===== config.mk =====
export PLATFORM = sky130hd
export DESIGN_NAME = shreg_multimode
export DESIGN_NICKNAME = d
export VERILOG_FILES = /design/src/rtl/shreg_pkg.sv /design/src/rtl/shreg_sync_edge.sv /design/src/rtl/shreg_rate_div.sv /design/src/rtl/shreg_bit_cnt.sv /design/src/rtl/shreg_multimode.sv
export SDC_FILE = /design/constraint.sdc
export NUM_CORES = 1
export LEC_CHECK = 0
export ABC_AREA = 1
export BUFFER_PORTS_ARGS = -buffer_cell sky130_fd_sc_hd__buf_2
export CAP_MARGIN = 20
export CORE_ASPECT_RATIO = 0.7
export CORE_MARGIN = 2
export CORE_UTILIZATION = 55
export CTS_CLUSTER_DIAMETER = 150
export DETAILED_ROUTE_END_ITERATION = 10
export PLACE_DENSITY = 0.9
export SKIP_CTS_REPAIR_TIMING = 1
export SLEW_MARGIN = 20
export SYNTH_ARGS = -nofsm -noshare
export SYNTH_HDL_FRONTEND = slang
export SYNTH_SLANG_ARGS = --single-unit
export TNS_END_PERCENT = 1

===== constraint.sdc =====
create_clock -name clk -period 4.1 [get_ports clk]
set_clock_uncertainty 0.05 [all_clocks]
set_input_delay 0.205 -clock clk [delete_from_list [all_inputs] [get_ports clk]]
set_output_delay 0.205 -clock clk [all_outputs]
set_load 0.01 [all_outputs]

===== src/rtl/shreg_pkg.sv =====
package shreg_pkg;

   typedef enum logic [2:0] {
      SHM_OFF      = 3'd0,
      SHM_IN_TMR   = 3'd1,
      SHM_IN_SYS   = 3'd2,
      SHM_IN_EXT   = 3'd3,
      SHM_OUT_LOOP = 3'd4,
      SHM_OUT_TMR  = 3'd5,
      SHM_OUT_SYS  = 3'd6,
      SHM_OUT_EXT  = 3'd7
   } shm_e;

   // divider paced modes that stop after one byte
   function automatic logic shm_tmr_stop(input shm_e m);
      return (m == SHM_IN_TMR) || (m == SHM_OUT_TMR);
   endfunction

   function automatic logic shm_sys(input shm_e m);
      return (m == SHM_IN_SYS) || (m == SHM_OUT_SYS);
   endfunction

   function automatic logic shm_stops(input shm_e m);
      return shm_tmr_stop(m) || shm_sys(m);
   endfunction

   function automatic logic shm_counts(input shm_e m);
      return (m == SHM_IN_EXT) || (m == SHM_OUT_EXT);
   endfunction

   function automatic logic shm_drives_clk(input shm_e m);
      return shm_stops(m) || (m == SHM_OUT_LOOP);
   endfunction

   function automatic logic shm_is_out(input shm_e m);
      return m[2];
   endfunction

endpackage


===== src/rtl/shreg_sync_edge.sv =====
module shreg_sync_edge #(
   parameter int STAGES = 2
) (
   input  logic clk,
   input  logic rst_n,
   input  logic pin_clk,
   input  logic pin_dat,
   output logic rise,
   output logic dat
);

   logic [STAGES-1:0] ck_s;
   logic [STAGES-1:0] dt_s;
   logic              ck_last;

   generate
      if (STAGES < 1) begin : g_bad_stages
         $error("shreg_sync_edge: STAGES must be at least 1");
      end
      if (STAGES == 1) begin : g_one
         always_ff @(posedge clk or negedge rst_n) begin
            if (!rst_n) begin
               ck_s <= '0;
               dt_s <= '0;
            end else begin
               ck_s <= pin_clk;
               dt_s <= pin_dat;
            end
         end
      end else begin : g_chain
         always_ff @(posedge clk or negedge rst_n) begin
            if (!rst_n) begin
               ck_s <= '0;
               dt_s <= '0;
            end else begin
               ck_s <= {ck_s[STAGES-2:0], pin_clk};
               dt_s <= {dt_s[STAGES-2:0], pin_dat};
            end
         end
      end
   endgenerate

   always_ff @(posedge clk or negedge rst_n) begin
      if (!rst_n) ck_last <= 1'b0;
      else        ck_last <= ck_s[STAGES-1];
   end

   assign rise = ck_s[STAGES-1] & ~ck_last;
   assign dat  = dt_s[STAGES-1];

   AST_EDGE_SPACED: assert property (@(posedge clk) disable iff (!rst_n) rise |=> !rise);

endmodule


===== src/rtl/shreg_rate_div.sv =====
module shreg_rate_div #(
   parameter int W = 8
) (
   input  logic         clk,
   input  logic         rst_n,
   input  logic         restart,
   input  logic [W-1:0] reload,
   output logic         tick
);

   logic [W-1:0] cnt_q;

   generate
      if (W < 1) begin : g_bad_w
         $error("shreg_rate_div: W must be at least 1");
      end
   endgenerate

   assign tick = (cnt_q == '0);

   always_ff @(posedge clk or negedge rst_n) begin
      if (!rst_n)       cnt_q <= '0;
      else if (restart) cnt_q <= '0;
      else if (tick)    cnt_q <= reload;
      else              cnt_q <= cnt_q - 1'b1;
   end

   AST_DIV_RELOAD:  assert property (@(posedge clk) disable iff (!rst_n) (tick && !restart) |=> (cnt_q == $past(reload)));
   AST_DIV_RESTART: assert property (@(posedge clk) disable iff (!rst_n) restart |=> tick);

endmodule


===== src/rtl/shreg_bit_cnt.sv =====
module shreg_bit_cnt #(
   parameter int LIMIT = 8,
   parameter int W     = 4
) (
   input  logic clk,
   input  logic rst_n,
   input  logic clear,
   input  logic step,
   output logic wrap
);

   localparam logic [W-1:0] LAST = W'(LIMIT - 1);

   logic [W-1:0] count_q;

   generate
      if (LIMIT < 2 || (1 << W) < LIMIT) begin : g_bad_limit
         $error("shreg_bit_cnt: LIMIT out of range for W");
      end
   endgenerate

   assign wrap = step & ~clear & (count_q == LAST);

   always_ff @(posedge clk or negedge rst_n) begin
      if (!rst_n)     count_q <= '0;
      else if (clear) count_q <= step ? W'(1) : '0;
      else if (step)  count_q <= wrap ? '0 : count_q + 1'b1;
   end

   AST_CNT_BOUND: assert property (@(posedge clk) disable iff (!rst_n) (count_q <= LAST));

endmodule


===== src/rtl/shreg_multimode.sv =====
module shreg_multimode
   import shreg_pkg::*;
#(
   parameter int DW          = 8,
   parameter int DIV_W       = 8,
   parameter int SYNC_STAGES = 2
) (
   input  logic             clk,
   input  logic             rst_n,
   input  logic [2:0]       mode,
   input  logic [DIV_W-1:0] rate_n,
   input  logic             irq_en,
   input  logic             sr_wr,
   input  logic             sr_rd,
   input  logic [DW-1:0]    wdata,
   output logic [DW-1:0]    rdata,
   input  logic             sclk_i,
   output logic             sclk_o,
   output logic             sclk_oe,
   input  logic             sdat_i,
   output logic             sdat_o,
   output logic             sdat_oe,
   output logic             done,
   output logic             irq_n
);

   localparam int CNT_W = $clog2(DW + 1);

   generate
      if (DW < 2) begin : g_bad_dw
         $error("shreg_multimode: DW must be at least 2");
      end
      if (SYNC_STAGES < 1) begin : g_bad_sync
         $error("shreg_multimode: SYNC_STAGES must be at least 1");
      end
   endgenerate

   shm_e          mode_in, mode_q;
   logic          mode_chg, acc;
   logic [DW-1:0] sr_q, sr_shift;
   logic          flag_q, run_q, sclk_q, dout_q;
   logic          ext_rise, ext_dat, tick, div_restart;
   logic          ev, tog, take, stop_m, cnt_m, out_m;
   logic          cnt_clr, cnt_step, cnt_wrap;

   assign mode_in  = shm_e'(mode);
   assign mode_chg = (mode_in != mode_q);
   assign acc      = sr_wr | sr_rd;
   assign stop_m   = shm_stops(mode_q);
   assign cnt_m    = shm_counts(mode_q);
   assign out_m    = shm_is_out(mode_q);

   shreg_sync_edge #(.STAGES(SYNC_STAGES)) u_sync (
      .clk     (clk),
      .rst_n   (rst_n),
      .pin_clk (sclk_i),
      .pin_dat (sdat_i),
      .rise    (ext_rise),
      .dat     (ext_dat)
   );

   assign div_restart = acc & flag_q & shm_tmr_stop(mode_q) & ~mode_chg;

   shreg_rate_div #(.W(DIV_W)) u_div (
      .clk     (clk),
      .rst_n   (rst_n),
      .restart (div_restart),
      .reload  (rate_n),
      .tick    (tick)
   );

   // shift event source per mode
   always_comb begin
      ev  = 1'b0;
      tog = 1'b0;
      if (shm_tmr_stop(mode_q)) begin
         ev  = run_q & tick & ~sclk_q;
         tog = run_q & tick;
      end else if (mode_q == SHM_OUT_LOOP) begin
         ev  = tick & ~sclk_q;
         tog = tick;
      end else if (shm_sys(mode_q)) begin
         ev  = run_q & ~sclk_q;
         tog = run_q;
      end else begin
         ev  = ext_rise;
      end
   end

   assign take = ev & ~sr_wr & ~mode_chg & ~(acc & stop_m);

   always_comb begin
      if (out_m) sr_shift = {sr_q[DW-2:0], sr_q[DW-1]};
      else       sr_shift = {sr_q[DW-2:0], ext_dat};
   end

   assign cnt_clr  = mode_chg | (acc & (stop_m | cnt_m));
   assign cnt_step = take & (stop_m | cnt_m);

   shreg_bit_cnt #(.LIMIT(DW), .W(CNT_W)) u_cnt (
      .clk   (clk),
      .rst_n (rst_n),
      .clear (cnt_clr),
      .step  (cnt_step),
      .wrap  (cnt_wrap)
   );

   always_ff @(posedge clk or negedge rst_n) begin
      if (!rst_n) begin
         mode_q <= SHM_OFF;
         sr_q   <= '0;
         dout_q <= 1'b0;
      end else begin
         mode_q <= mode_in;
         if (sr_wr)     sr_q <= wdata;
         else if (take) sr_q <= sr_shift;
         if (take && out_m) dout_q <= sr_q[DW-1];
      end
   end

   always_ff @(posedge clk or negedge rst_n) begin
      if (!rst_n) begin
         flag_q <= 1'b0;
         run_q  <= 1'b0;
         sclk_q <= 1'b1;
      end else if (mode_chg) begin
         run_q  <= 1'b0;
         sclk_q <= 1'b1;
      end else if (stop_m) begin
         if (acc) begin
            run_q  <= 1'b1;
            sclk_q <= 1'b1;
            flag_q <= 1'b0;
         end else begin
            if (tog) sclk_q <= ~sclk_q;
            if (cnt_wrap) begin
               run_q  <= 1'b0;
               flag_q <= 1'b1;
            end
         end
      end else if (mode_q == SHM_OUT_LOOP) begin
         flag_q <= 1'b0;
         if (tog) sclk_q <= ~sclk_q;
      end else if (cnt_m) begin
         if (acc)           flag_q <= 1'b0;
         else if (cnt_wrap) flag_q <= 1'b1;
      end else begin
         flag_q <= 1'b0;
      end
   end

   assign rdata   = sr_q;
   assign sclk_o  = sclk_q;
   assign sclk_oe = shm_drives_clk(mode_q);
   assign sdat_o  = dout_q;
   assign sdat_oe = out_m;
   assign done    = flag_q;
   assign irq_n   = ~(flag_q & irq_en);

   AST_OFF_NO_FLAG:    assert property (@(posedge clk) disable iff (!rst_n) (mode_q == SHM_OFF && !mode_chg) |=> !flag_q);
   AST_LOOP_KEEPS:     assert property (@(posedge clk) disable iff (!rst_n) (mode_q == SHM_OUT_LOOP && !mode_chg && !sr_wr) |=> ($countones(sr_q) == $countones($past(sr_q))));
   AST_WR_LOADS:       assert property (@(posedge clk) disable iff (!rst_n) sr_wr |=> (sr_q == $past(wdata)));
   AST_ACC_CLEARS:     assert property (@(posedge clk) disable iff (!rst_n) (acc && !mode_chg && (stop_m || cnt_m)) |=> !flag_q);
   AST_IDLE_HIGH:      assert property (@(posedge clk) disable iff (!rst_n) (stop_m && !run_q) |-> sclk_q);
   AST_MODE_CANCELS:   assert property (@(posedge clk) disable iff (!rst_n) mode_chg |=> (sclk_q && !run_q));

endmodule


# Word-level counts from Yosys, hierarchy flattened
# Cells that the tools add are included.
[op_classes]
add_sub_neg = 2
n_eq_ne = 9
n_mux = 29
bitwise_logic = 27
n_reduce_logical = 13
[ops]
columns = ["cell", "n"]
rows = [
  ["8-bit 2-to-1 mux", 4],
  ["1-bit 2-to-1 mux", 22],
  ["1-bit AND", 17],
  ["3-bit equality test, second input constant", 4],
  ["4-bit 2-to-1 mux", 3],
  ["8-bit logical NOT", 1],
  ["8-bit by 1-bit subtractor with 8-bit output, second input constant", 1],
  ["1-bit inverter", 7],
  ["3-bit by 2-bit equality test with 1-bit output, second input constant", 2],
  ["2-bit nonzero test", 3],
  ["3-bit nonzero test", 2],
  ["1-bit logical OR", 5],
  ["4-bit by 1-bit adder with 4-bit output, second input constant", 1],
  ["4-bit by 3-bit equality test with 1-bit output, second input constant", 1],
  ["3-bit by 1-bit equality test with 1-bit output, second input constant", 1],
  ["3-bit != test", 1],
  ["1-bit bitwise OR", 3],
  ["2-bit AND reduction", 1],
  ["1-bit logical AND", 1],
]
[totals]
regBits = 32
in_bits = 26
out_inout_bits = 14
word_cells = 91

# Logic depth before layout (Yosys ltp)
# Gate-level depths: netlist of run 1.
[depth]
depth_word = 16
mapped_depth = 13
mapped_depth_nobuf = 13

# Hierarchy
# A second synthesis of run 1 with hierarchy kept.
[unflattened]
cells_unflattened = 248
area_unflattened_um2 = 1901.8
[modules_own_cells]
columns = ["mod", "n_inst", "cells_per_inst", "area_each_um2", "seq_area_each_um2"]
rows = [
  ["shreg_multimode", 1, 140, 994.7, 376.6],
  ["shreg_rate_div", 1, 71, 546.8, 200.2],
  ["shreg_bit_cnt", 1, 30, 225.2, 100.1],
  ["shreg_sync_edge", 1, 7, 135.1, 125.1],
]

# Worst setup path before layout of run 1
# No wires, ideal clock.
[synth_timing]
path_kind = "flip-flop to flip-flop"
from = "register mode_q[1]"
to = "register run_q"
setup_ns = 0.116
arrival_time_ns = 1.560
t_required_ns = 3.934
setup_slack_ns = 2.373
stages_incl_launch_ff = 11
path_buffers = 0
period_less_slack_ns = 1.727
cell_sequence = "dfrtp_1 inv_1 ha_1 inv_1 nand4_2 nand2_2 nand4_4 nor2_4 nand3_1 nand2_1 nand2_1"
[synth_via]
elab_chain_cells = 13
[synth_lines]
columns = ["item", "line_no", "rtl"]
rows = [
  ["from (decl)", "shreg_multimode.sv:38", "shm_e mode_in, mode_q;"],
  ["from (signal assigned)", "shreg_multimode.sv:114", "mode_q <= mode_in;"],
  ["3-bit by 2-bit equality test with 1-bit output or 3-bit equality test (tied branches)", "shreg_pkg.sv:20", "return (m == SHM_IN_SYS) || (m == SHM_OUT_SYS);"],
  ["1-bit logical OR", "shreg_pkg.sv:20", ""],
  ["1-bit 2-to-1 mux", "shreg_multimode.sv:82", "end else if (shm_sys(mode_q)) begin"],
  ["1-bit 2-to-1 mux", "shreg_multimode.sv:79", "end else if (mode_q == SHM_OUT_LOOP) begin"],
  ["1-bit 2-to-1 mux", "shreg_multimode.sv:76", "if (shm_tmr_stop(mode_q)) begin"],
  ["1-bit AND (3 in series)", "shreg_multimode.sv:90", "assign take = ev & ~sr_wr & ~mode_chg & ~(acc & stop_m);"],
  ["1-bit AND", "shreg_multimode.sv:98", "assign cnt_step = take & (stop_m | cnt_m);"],
  ["1-bit AND (2 in series)", "shreg_bit_cnt.sv:22", "assign wrap = step & ~clear & (count_q == LAST);"],
  ["3-bit nonzero test (no line)", "-", ""],
  ["2-bit AND reduction (no line)", "-", ""],
  ["to (signal assigned)", "shreg_multimode.sv:124", "run_q <= 1'b0;"],
  ["to (signal assigned)", "shreg_multimode.sv:127", "run_q <= 1'b0;"],
  ["to (signal assigned)", "shreg_multimode.sv:131", "run_q <= 1'b1;"],
  ["to (decl)", "shreg_multimode.sv:41", "logic flag_q, run_q, sclk_q, dout_q;"],
]
# Parallel ways exist; a longest one is shown, timed or not.
# A chain may end at the register's enable or synchronous reset.

# Worst setup path in the final report of run 1
# Same ends and word-level chain as after synthesis.

==> impl_results.md, run 1 <==
- Final cell count without fillers: slightly below 300
- Switch Pwr: 299 uW
- Hold/Removal Path Class: in -> reg
- Crit end category: flip-flop
- Fin Setup TNS: 0 ns
- N_diodes: 0
- Setup CP Type: reg -> reg
- Power Density: around 400 nW/um2
- Mapped Nets: 240
- Max_slew headroom: roughly 54%
- Clock power share: 27.3%
- Routed Antenna Nets: 0
- Register area: 802 um2
- Netlist cell types: 34
- Layout cells sized above 1: between 20 and 30%
- GRT Total Usage: 22.9%
- RSZ-0062 raised after global routing: no
- Core Util, Final: approximately 70%
- CTS tree: built
- Clock slew at reported path FFs: about 0.07 ns
- Placed cell area: roughly 2000 um2
- Fmax: approximately 520 MHz
- Nets: slightly below 300
- Post-synthesis register bit count: 32
- Final slew viol count: 0
- Vias post-DR: around 1500
- Die Ht: 51.8 um
- H-Tree Depth: 2
- Total Power: 885 uW
- Vias in the first global route: roughly 1400
- Final wirelength: 3670 um
- Dpl cells: 282
- Ys async rst share: between 90% and 100%
- Die Area: roughly 3700 um2
- Placeable Area: around 3100 um2
- Sequential share of power: 47.2%
- Synth Cell Area: 1790 um2
- Global-route wire length before repair: 6440 um
- Syn avg cell area: 8.71 um2
- Combinational Power Share: approximately 26%
- Worst-margin pin slew: 0.694 ns
- Critical Path Start Type: flip-flop
- Via-to-Cell Ratio: roughly 5.0
- Ports: 40
- Hold Fails Final Rpt: 0
- Crit Path Max Fanout: 6
- Clk_lat worst skew: between 0.2 and 0.3 ns
- Tcrit/Tclk final: roughly 47%
- Clock tree buffer depth: 2
- Wire length per cell: 12.5 um
- Post-synth EDFFs: 0
- Area Overhead vs Synth: 20.4%
- Leak Pwr: around 0.0012 uW
- CTS buffer count: 5
- Most frequent cell after synthesis: nand2_1
- Filler cells: between 200 and 300
- Yosys top cell area share: between 40 and 50%
- Residual DRC count: 0
- First-pass DRT Iterations: 4
- Starting Density: 57.4%
- Clk root buf: clkbuf_8
- YS warnings: 0
- Top cells by count, synth: 54 x nand2_1, 31 x dfrtp_1, 26 x inv_1, 17 x nand3_1
- Multi-input logic area: between 800 and 900 um2
- Horiz. Die Dim: approximately 72 um
- Clock sinks: 32
- DP HPWL: 2830 um
- Setup-failing EPs final: 0
- Leading area contributor after synthesis: dfrtp_1
- Post-route cell area: roughly 2200 um2
- Top_reg_cell synth: dfrtp_1
- Max-cap violations: 0
- Post-synthesis sequential area ratio: between 40% and 50%
- Sw frac: 33.8%
- Crit path DAT: between 2 and 2.5 ns
- Pin count of the biggest net entering global routing: 33
- Antenna violations before repair: 0
- DR iter-0 viols: between 80 and 90
- Min Tclk post-route: around 1.9 ns
- Worst VDD drop: roughly 0.00027 V
- GP Congestion: between 0.8 and 0.9
- Gr ovfl total: 0
- I/O Buffers: 39
- Outcome: finished, final reports clean
- Internal power: approximately 590 uW
- Synth top area cells: dfrtp_1 43%, nand2_1 11%, ha_1 5.6%
- Worst path required time: 4.24 ns
- Num rows: 17
- Post-Synthesis Cells: 206
flip-flops by register name, indices dropped and copies added, names as in the netlist:
name            cells
rdata               8
u_div.cnt_q         8
u_cnt.count_q       4
mode_q              3
u_sync.ck_s         2
u_sync.dt_s         2
done                1
run_q               1
sclk_o              1
sdat_o              1
u_sync.ck_last      1
logic make-up (layout without fill, tap and decap cells):
kind of cell	Yosys count	in the layout	share of synthesized area [%]
xor+xnor	7	7	3.84
flops	32	32	44.7
simple gates	97	97	28.6
fa+ha+maj	8	8	5.58
buf+inv	32	82	6.76
compound gates	30	30	10.5
path summary, 6_finish.rpt:
path / from / slack, ns / depth (start not counted) / end
max in group asynchronous: rst_n / 3.10 / 2 / u_div.cnt_q[5]$_DFF_PN0_
worst max-delay path: mode_q[1]$_DFF_PN0_ / 2.18 / 10 / run_q$_DFFE_PN0P_
min in group asynchronous: rst_n / 0.45 / 2 / run_q$_DFFE_PN0P_
worst min register to register: u_sync.ck_s[0]$_DFF_PN0_ / 0.31 / 0 / u_sync.ck_s[1]$_DFF_PN0_
worst min-delay path: mode[2] / 0.01 / 1 / mode_q[2]$_DFF_PN0_
worst max register to register: mode_q[1]$_DFF_PN0_ / 2.18 / 10 / run_q$_DFFE_PN0P_
cell usage in the layout (no fill, tap or decap), drive strengths merged:
cell type and count:
a21boi 2, a21oi 7, a31oi 1, buf 39
clkbuf 5, clkinv 3, dfrtp 31, dfstp 1
dlygate4sd3 4, ha 8, inv 31, nand2 59
nand3 18, nand4 5, nor2 11, nor3 2
o211a 1, o211ai 4, o21a 1, o21ai 14
or2 2, xnor2 6, xor2 1
power by group through the flow:
stage	clock (uW)	sequential (uW)	combinational, uW
2_1_floorplan	0	417	163
3_3_place_gp	0	420	214
3_5_place_dp	0	423	224
4_1_cts	247	418	226
5_1_grt	260	425	264
6_report	242	418	225
metal layers:
layer	track usage, %	routed length (um)
met5	0	0
met4	9.12	48
met3	5.43	206
met2	34.4	1620
met1	32.0	1800
layout make-up:
class	count	share of cell area [%]
Inverter	31	5.39
Clock buffer	5	3.19
Tap cell	38	2.20
Multi-Input combinational cell	142	40.3
Timing Repair Buffer	43	10.9
Sequential cell	32	37.1
Clock inverter	3	0.869
stage by stage:
| step | hold WS (ns) | worst slack [ns] |
|---|---|---|
| 2_1_floorplan | -0.141 | 2.37 |
| 3_3_place_gp | 0.245 | 2.30 |
| 3_5_place_dp | 0.242 | 2.20 |
| 4_1_cts | -0.0709 | 2.19 |
| 5_1_grt | 0.00588 | 2.01 |
| 6_report | 0.00994 | 2.18 |
critical path: stages (launching register included):
cell     delay, ns
dfrtp_1       0.44
inv_1         0.11
ha_1          0.30
inv_1         0.09
nand4_2       0.17
nand2_2       0.16
nand4_4       0.16
nor2_4        0.16
nand3_1       0.09
nand2_1       0.06
nand2_1       0.05
No activity file was read; power rests on OpenSTA's default activity.
==> run 2: changes to the inputs <==
--- a/config.mk
+++ b/config.mk
@@ -10,10 +10,10 @@
 export CAP_MARGIN = 20
 export CORE_ASPECT_RATIO = 0.7
 export CORE_MARGIN = 2
-export CORE_UTILIZATION = 55
+export CORE_UTILIZATION = 48
 export CTS_CLUSTER_DIAMETER = 150
 export DETAILED_ROUTE_END_ITERATION = 10
-export PLACE_DENSITY = 0.9
+export PLACE_DENSITY = 0.84
 export SKIP_CTS_REPAIR_TIMING = 1
 export SLEW_MARGIN = 20
 export SYNTH_ARGS = -nofsm -noshare
==> constraint.sdc (replaced) <==
create_clock -name clk -period 1.6 [get_ports clk]
set_clock_uncertainty 0.05 [all_clocks]
set_input_delay 0.08 -clock clk [delete_from_list [all_inputs] [get_ports clk]]
set_output_delay 0.08 -clock clk [all_outputs]
set_load 0.01 [all_outputs]
==> run 2 against run 1 <==
  * The run now ends with negative hold slack, negative setup slack left
  * First-iteration DRC count is 33% lower
  * Combinational power rose to 3.5 times the previous value
  * Worst hold slack lost 0.024 ns
  * Register-to-register slack lost 2.4 ns
  * Utilization increased by 3.7 points
  * Die area up 14%
  * Flip-flop and latch count stayed put
  * Clock-buffer cell count up 1
  * Largest power group unchanged
  * Highest routed layer unchanged
==> impl_results.md, run 2 (synthesis results as in run 1) <==
- Layout cells sized above 1: roughly 41%
- Multi-input logic area: roughly 950 um2
- Clock tree buffer depth: 2
- Post-route cell area: around 2600 um2
- Tcrit/Tclk final: 112%
- Power Density: approximately 960 nW/um2
- Worst hold path startpoint: wdata[0]
- Final wirelength: roughly 4400 um
- Filler cells: 276
- Routed Antenna Nets: 0
- Placed cell area: 2250 um2
- Setup-failing EPs final: 25
- H-Tree Depth: 2
- Die Area: 4250 um2
- Register area: ~800 um2
- Fmax: approximately 560 MHz
- Most frequent cells in the layout: 47 x nand2_1, 39 x buf_2, 31 x buf_4, 29 x dfrtp_1, 24 x inv_1
- Horiz. Die Dim: roughly 77 um
- I/O Buffers: 39
- Antenna violations before repair: 0
- DP HPWL: roughly 3000 um
- GP Congestion: 0.969
- Worst VDD drop: 0.000674 V
- Nets: between 300 and 400
- Leak Pwr: ~0.0014 uW
- Worst path required time: roughly 1.7 ns
- Commonest non-fill, non-tap cell in the layout: nand2_1
- Clk root buf: clkbuf_8
- Min Tclk post-route: 1.79 ns
- Hold/Removal Path Class: in -> reg
- Failing checks: negative hold slack, negative setup slack
- Placeable Area: about 3600 um2
- Area Overhead vs Synth: 44.4%
- Vias post-DR: around 1700
- Setup Slack @ Placement: -0.235 ns
- Outcome: finished, violations left
- RSZ-0062 raised after global routing: yes
- Die Ht: ~55 um
- Worst-margin pin slew: 0.713 ns
- DR iter-0 viols: 54
- N_diodes: 0
- Setup CP Type: reg -> reg
- Clock slew at reported path FFs: ~0.070 ns
- First-pass DRT Iterations: 4
- Min Hold Slack: -0.0137 ns
- CTS buffer count: 5
- Global-route wire length before repair: about 6400 um
- Crit Path Max Fanout: 5
- Starting Density: approximately 50%
- Critical path origin: mode_q[1]$_DFF_PN0_
- Wire length per cell: about 13 um
- Crit path DAT: 1.93 ns
- GRT Total Usage: 20.4%
- Final slew viol count: 0
- Via-to-Cell Ratio: roughly 4.8
- PnR worst setup slack: -0.190 ns
- Vias in the first global route: 1440
- Ports: 40
- Clock sinks: 32
- Clk_lat worst skew: 0.29 ns
- Num rows: 18
- Max_slew headroom: between 50% and 60%
- Worst R2R Start: mode_q[1]$_DFF_PN0_
- Total Power: 2490 uW
- Max-cap violations: 0
- CTS tree: built
- Pin count of the biggest net entering global routing: 33
- Gr ovfl total: 0
- Crit end category: flip-flop
- Fin Setup TNS: -2.62 ns
- Critical Path Start Type: flip-flop
- Hold Fails Final Rpt: 2
- Residual DRC count: 0
run 2: cell types whose count changed in the layout (fill, tap and decap cells not counted), sizes merged:
cell | previous run | this run
clkinv | 3 | 2
buf | 39 | 70
clkbuf | 5 | 6
dlygate4sd3 | 4 | 13
run 2: final cells by class:
type / instances / area share (%)
sequential: 32 / 31.1
inverter: 31 / 4.78
clock inverter: 2 / 0.386
multi-input combinational: 142 / 36.6
timing repair buffer: 83 / 21.5
tap: 50 / 2.42
clock buffer: 6 / 3.19
run 2: routing by layer:
metal	share of wire, %	track usage (%)
met3	4.8	6.01
met4	0.73	8.93
met1	47	26.6
met5	0	0
met2	47	32.5
run 2: critical path: stages (launching register included):
cell	delay, ns
dfrtp_2	0.46
inv_2	0.11
ha_4	0.14
nand2_4	0.06
nand2_2	0.07
nand2_1	0.05
nand2_1	0.06
nand3_1	0.09
nand2_2	0.13
nand4_4	0.13
nor2_4	0.16
nand3_2	0.08
nand2_1	0.05
nand2_1	0.04
run 2: power breakdown:
group	switching, uW	internal (uW)	total [uW]
Combinational	392	397	789
Sequential	97.0	945	1040
Clock	312	343	654
run 2: path summary, 6_finish.rpt:
check                      slack (ns)                       end  cells past startpoint
min in group asynchronous        0.32         run_q$_DFFE_PN0P_                      2
hold reg to reg                  0.30  u_sync.ck_s[1]$_DFF_PN0_                      0
hold / removal                  -0.01      rdata[0]$_DFFE_PN0P_                      3
setup reg to reg                -0.19         run_q$_DFFE_PN0P_                     13
setup / recovery                -0.19         run_q$_DFFE_PN0P_                     13
max in group asynchronous        0.67       mode_q[2]$_DFF_PN0_                      2
run 2: per-stage QoR:
stage,util (%),instances
detailed placement,63.2,319
floorplan,-,206
CTS,65.8,327
global route,72.8,346
finish,72.8,346
global placement,63.2,319
==> run 3: changes to the inputs <==
--- a/config.mk
+++ b/config.mk
@@ -10,10 +10,10 @@
 export CAP_MARGIN = 20
 export CORE_ASPECT_RATIO = 0.7
 export CORE_MARGIN = 2
-export CORE_UTILIZATION = 48
+export CORE_UTILIZATION = 55
 export CTS_CLUSTER_DIAMETER = 150
 export DETAILED_ROUTE_END_ITERATION = 10
-export PLACE_DENSITY = 0.84
+export PLACE_DENSITY = 0.9
 export SKIP_CTS_REPAIR_TIMING = 1
 export SLEW_MARGIN = 20
 export SYNTH_ARGS = -nofsm -noshare
==> constraint.sdc (replaced) <==
create_clock -name clk -period 2.16 [get_ports clk]
set_clock_uncertainty 0.05 [all_clocks]
set_input_delay 0.108 -clock clk [delete_from_list [all_inputs] [get_ports clk]]
set_output_delay 0.108 -clock clk [all_outputs]
set_load 0.01 [all_outputs]
==> run 3 against run 2 <==
  * Via count down 8.3%
  * Critical path depth down 3
  * Clock power down 31%
  * Worst hold slack worse by 0.0014 ns
  * The flow finishes with violations (negative hold slack)
  * Non-clock buffer count down 35
  * Sequential power down 24%
==> impl_results.md, run 3 (synthesis results as in run 1) <==
- First-pass DRT Iterations: 4
- Ports: 40
- Min Tclk post-route: between 1.5 and 2 ns
- Clk root buf: clkbuf_8
- Vias post-DR: roughly 1500
- Max-cap violations: 0
- GRT Total Usage: ~23%
- Nets: 294
- Vias in the first global route: between 1000 and 1500
- H-Tree Depth: 2
- Crit Path Max Fanout: 6
- Commonest non-fill, non-tap cell in the layout: nand2_1
- Worst VDD drop: about 0.00048 V
- Layout cells sized above 1: between 20% and 30%
- Filler cells: roughly 260
- Placeable Area: ~3100 um2
- Crit end category: flip-flop
- Worst path required time: 2.30 ns
- Clock tree buffer depth: 2
- CTS buffer count: 5
- Starting Density: a little under three fifths
- Register-to-Register Path Depth: 10
- Fmax: ~530 MHz
- Post-route cell area: about 2200 um2
- Wire length per cell: between 10 and 15 um
- CTS tree: built
- Multi-input logic area: about 870 um2
- Clock slew at reported path FFs: 0.07 ns
- Critical Path Start Type: flip-flop
- Reg2Reg Capture Point: run_q$_DFFE_PN0P_
- Outcome: finished, violations left
- GP Congestion: 0.855
- Area Overhead vs Synth: 23.2%
- Hold Fails Final Rpt: 2
- Critical path origin: mode_q[1]$_DFF_PN0_
- Gr ovfl total: 0
- Tcrit/Tclk final: approximately 88%
- RSZ-0062 raised after global routing: no
- Placed cell area: 2030 um2
- Setup-failing EPs final: 0
- Crit path DAT: between 2 and 2.5 ns
- Final slew viol count: 0
- Clk_lat worst skew: 0.29 ns
- Final cell count without fillers: about 300
- Residual DRC count: 0
- Dpl cells: 282
- Power Density: between 700 and 800 nW/um2
- Routed Antenna Nets: 0
- Hold/Removal Path Class: in -> reg
- Clock sinks: 32
- Num rows: 17
- Die Area: 3740 um2
- Leak Pwr: approximately 0.0012 uW
- Critical path endpoint: run_q$_DFFE_PN0P_
- Die Ht: ~52 um
- Horiz. Die Dim: slightly above 70 um
- Via-to-Cell Ratio: ~5
- Setup CP Type: reg -> reg
- Worst R2R Start: mode_q[1]$_DFF_PN0_
- Fin Setup TNS: 0 ns
- Global-route wire length before repair: around 6300 um
- Antenna violations before repair: 0
- Worst-margin pin slew: 0.708 ns
- Total Power: 1680 uW
- Min Hold Slack: -0.0151 ns
- I/O Buffers: 39
- Max_slew headroom: between 50% and 60%
- N_diodes: 0
- Hold path depth: 3
- DR iter-0 viols: between 50 and 60
- Pin count of the biggest net entering global routing: 33
- DP HPWL: between 2000 and 3000 um
- Reg2reg setup slack: between 0.2 and 0.3 ns
- Register area: 802 um2
- Failing checks: negative hold slack
- Most frequent cells in the layout: 54 x nand2_1, 39 x buf_2, 31 x dfrtp_1, 26 x inv_1, 17 x nand3_1
- Final wirelength: between 3000 and 4000 um
run 3: cell count changes in the layout (fill, tap and decap cells not counted), moves of 3 or more:
cell           before  now
buf_4              31    0
nand2_2             8    4
dlygate4sd3_1      13    9
nand2_4             4    1
inv_4               3    0
nand2_1            47   54
run 3: metal layers:
metal  vias up  GRT usage [%]  part of all wire [%]
met5         -              0                     0
met4         0           9.12                   1.7
met3         9           6.01                   5.2
met2        36           34.9                    46
met1       711           30.2                    47
li1        774              -                     -
run 3: critical path: stages, from the launching register on:
cell     delay, ns
dfrtp_1       0.43
inv_1         0.11
ha_1          0.30
inv_1         0.10
nand4_2       0.16
nand2_2       0.16
nand4_4       0.16
nor2_4        0.16
nand3_1       0.08
nand2_1       0.06
nand2_1       0.04
run 3: cell type report:
cell class	instances	share of cell area (%)
clock buffer	5	3.11
multi-input combinational	142	39.4
sequential	32	36.3
inverter	31	5.27
timing repair buffer	48	12.9
clock inverter	3	0.849
tap	38	2.15
run 3: how the worst min path moves through the flow:
stage	start	endpoint	slack, ns
after detailed placement	rst_n	u_sync.ck_s[0]$_DFF_PN0_	0.15
after global routing	wdata[3]	rdata[3]$_DFFE_PN0P_	0.01
after CTS	rst_n	u_sync.ck_s[0]$_DFF_PN0_	-0.16
after global placement	rst_n	mode_q[0]$_DFF_PN0_	0.15
final	wdata[5]	rdata[5]$_DFFE_PN0P_	-0.02
after floorplan	rst_n	done$_DFFE_PN0N_	-0.24
run 3: report_power, final:
group	switching, uW	leakage (uW)	internal [uW]	total, uW
combinational	244	0.000740	193	438
clock	225	0.0000479	224	449
sequential	90.4	0.000391	701	791
run 3: stage by stage:
stage / util, % / worst slack (ns)
global placement: 65.0 / 0.361
CTS: 67.8 / 0.266
floorplan: - / 0.433
finish: 70.7 / 0.262
detailed placement: 65.0 / 0.275
global route: 70.7 / 0.0842
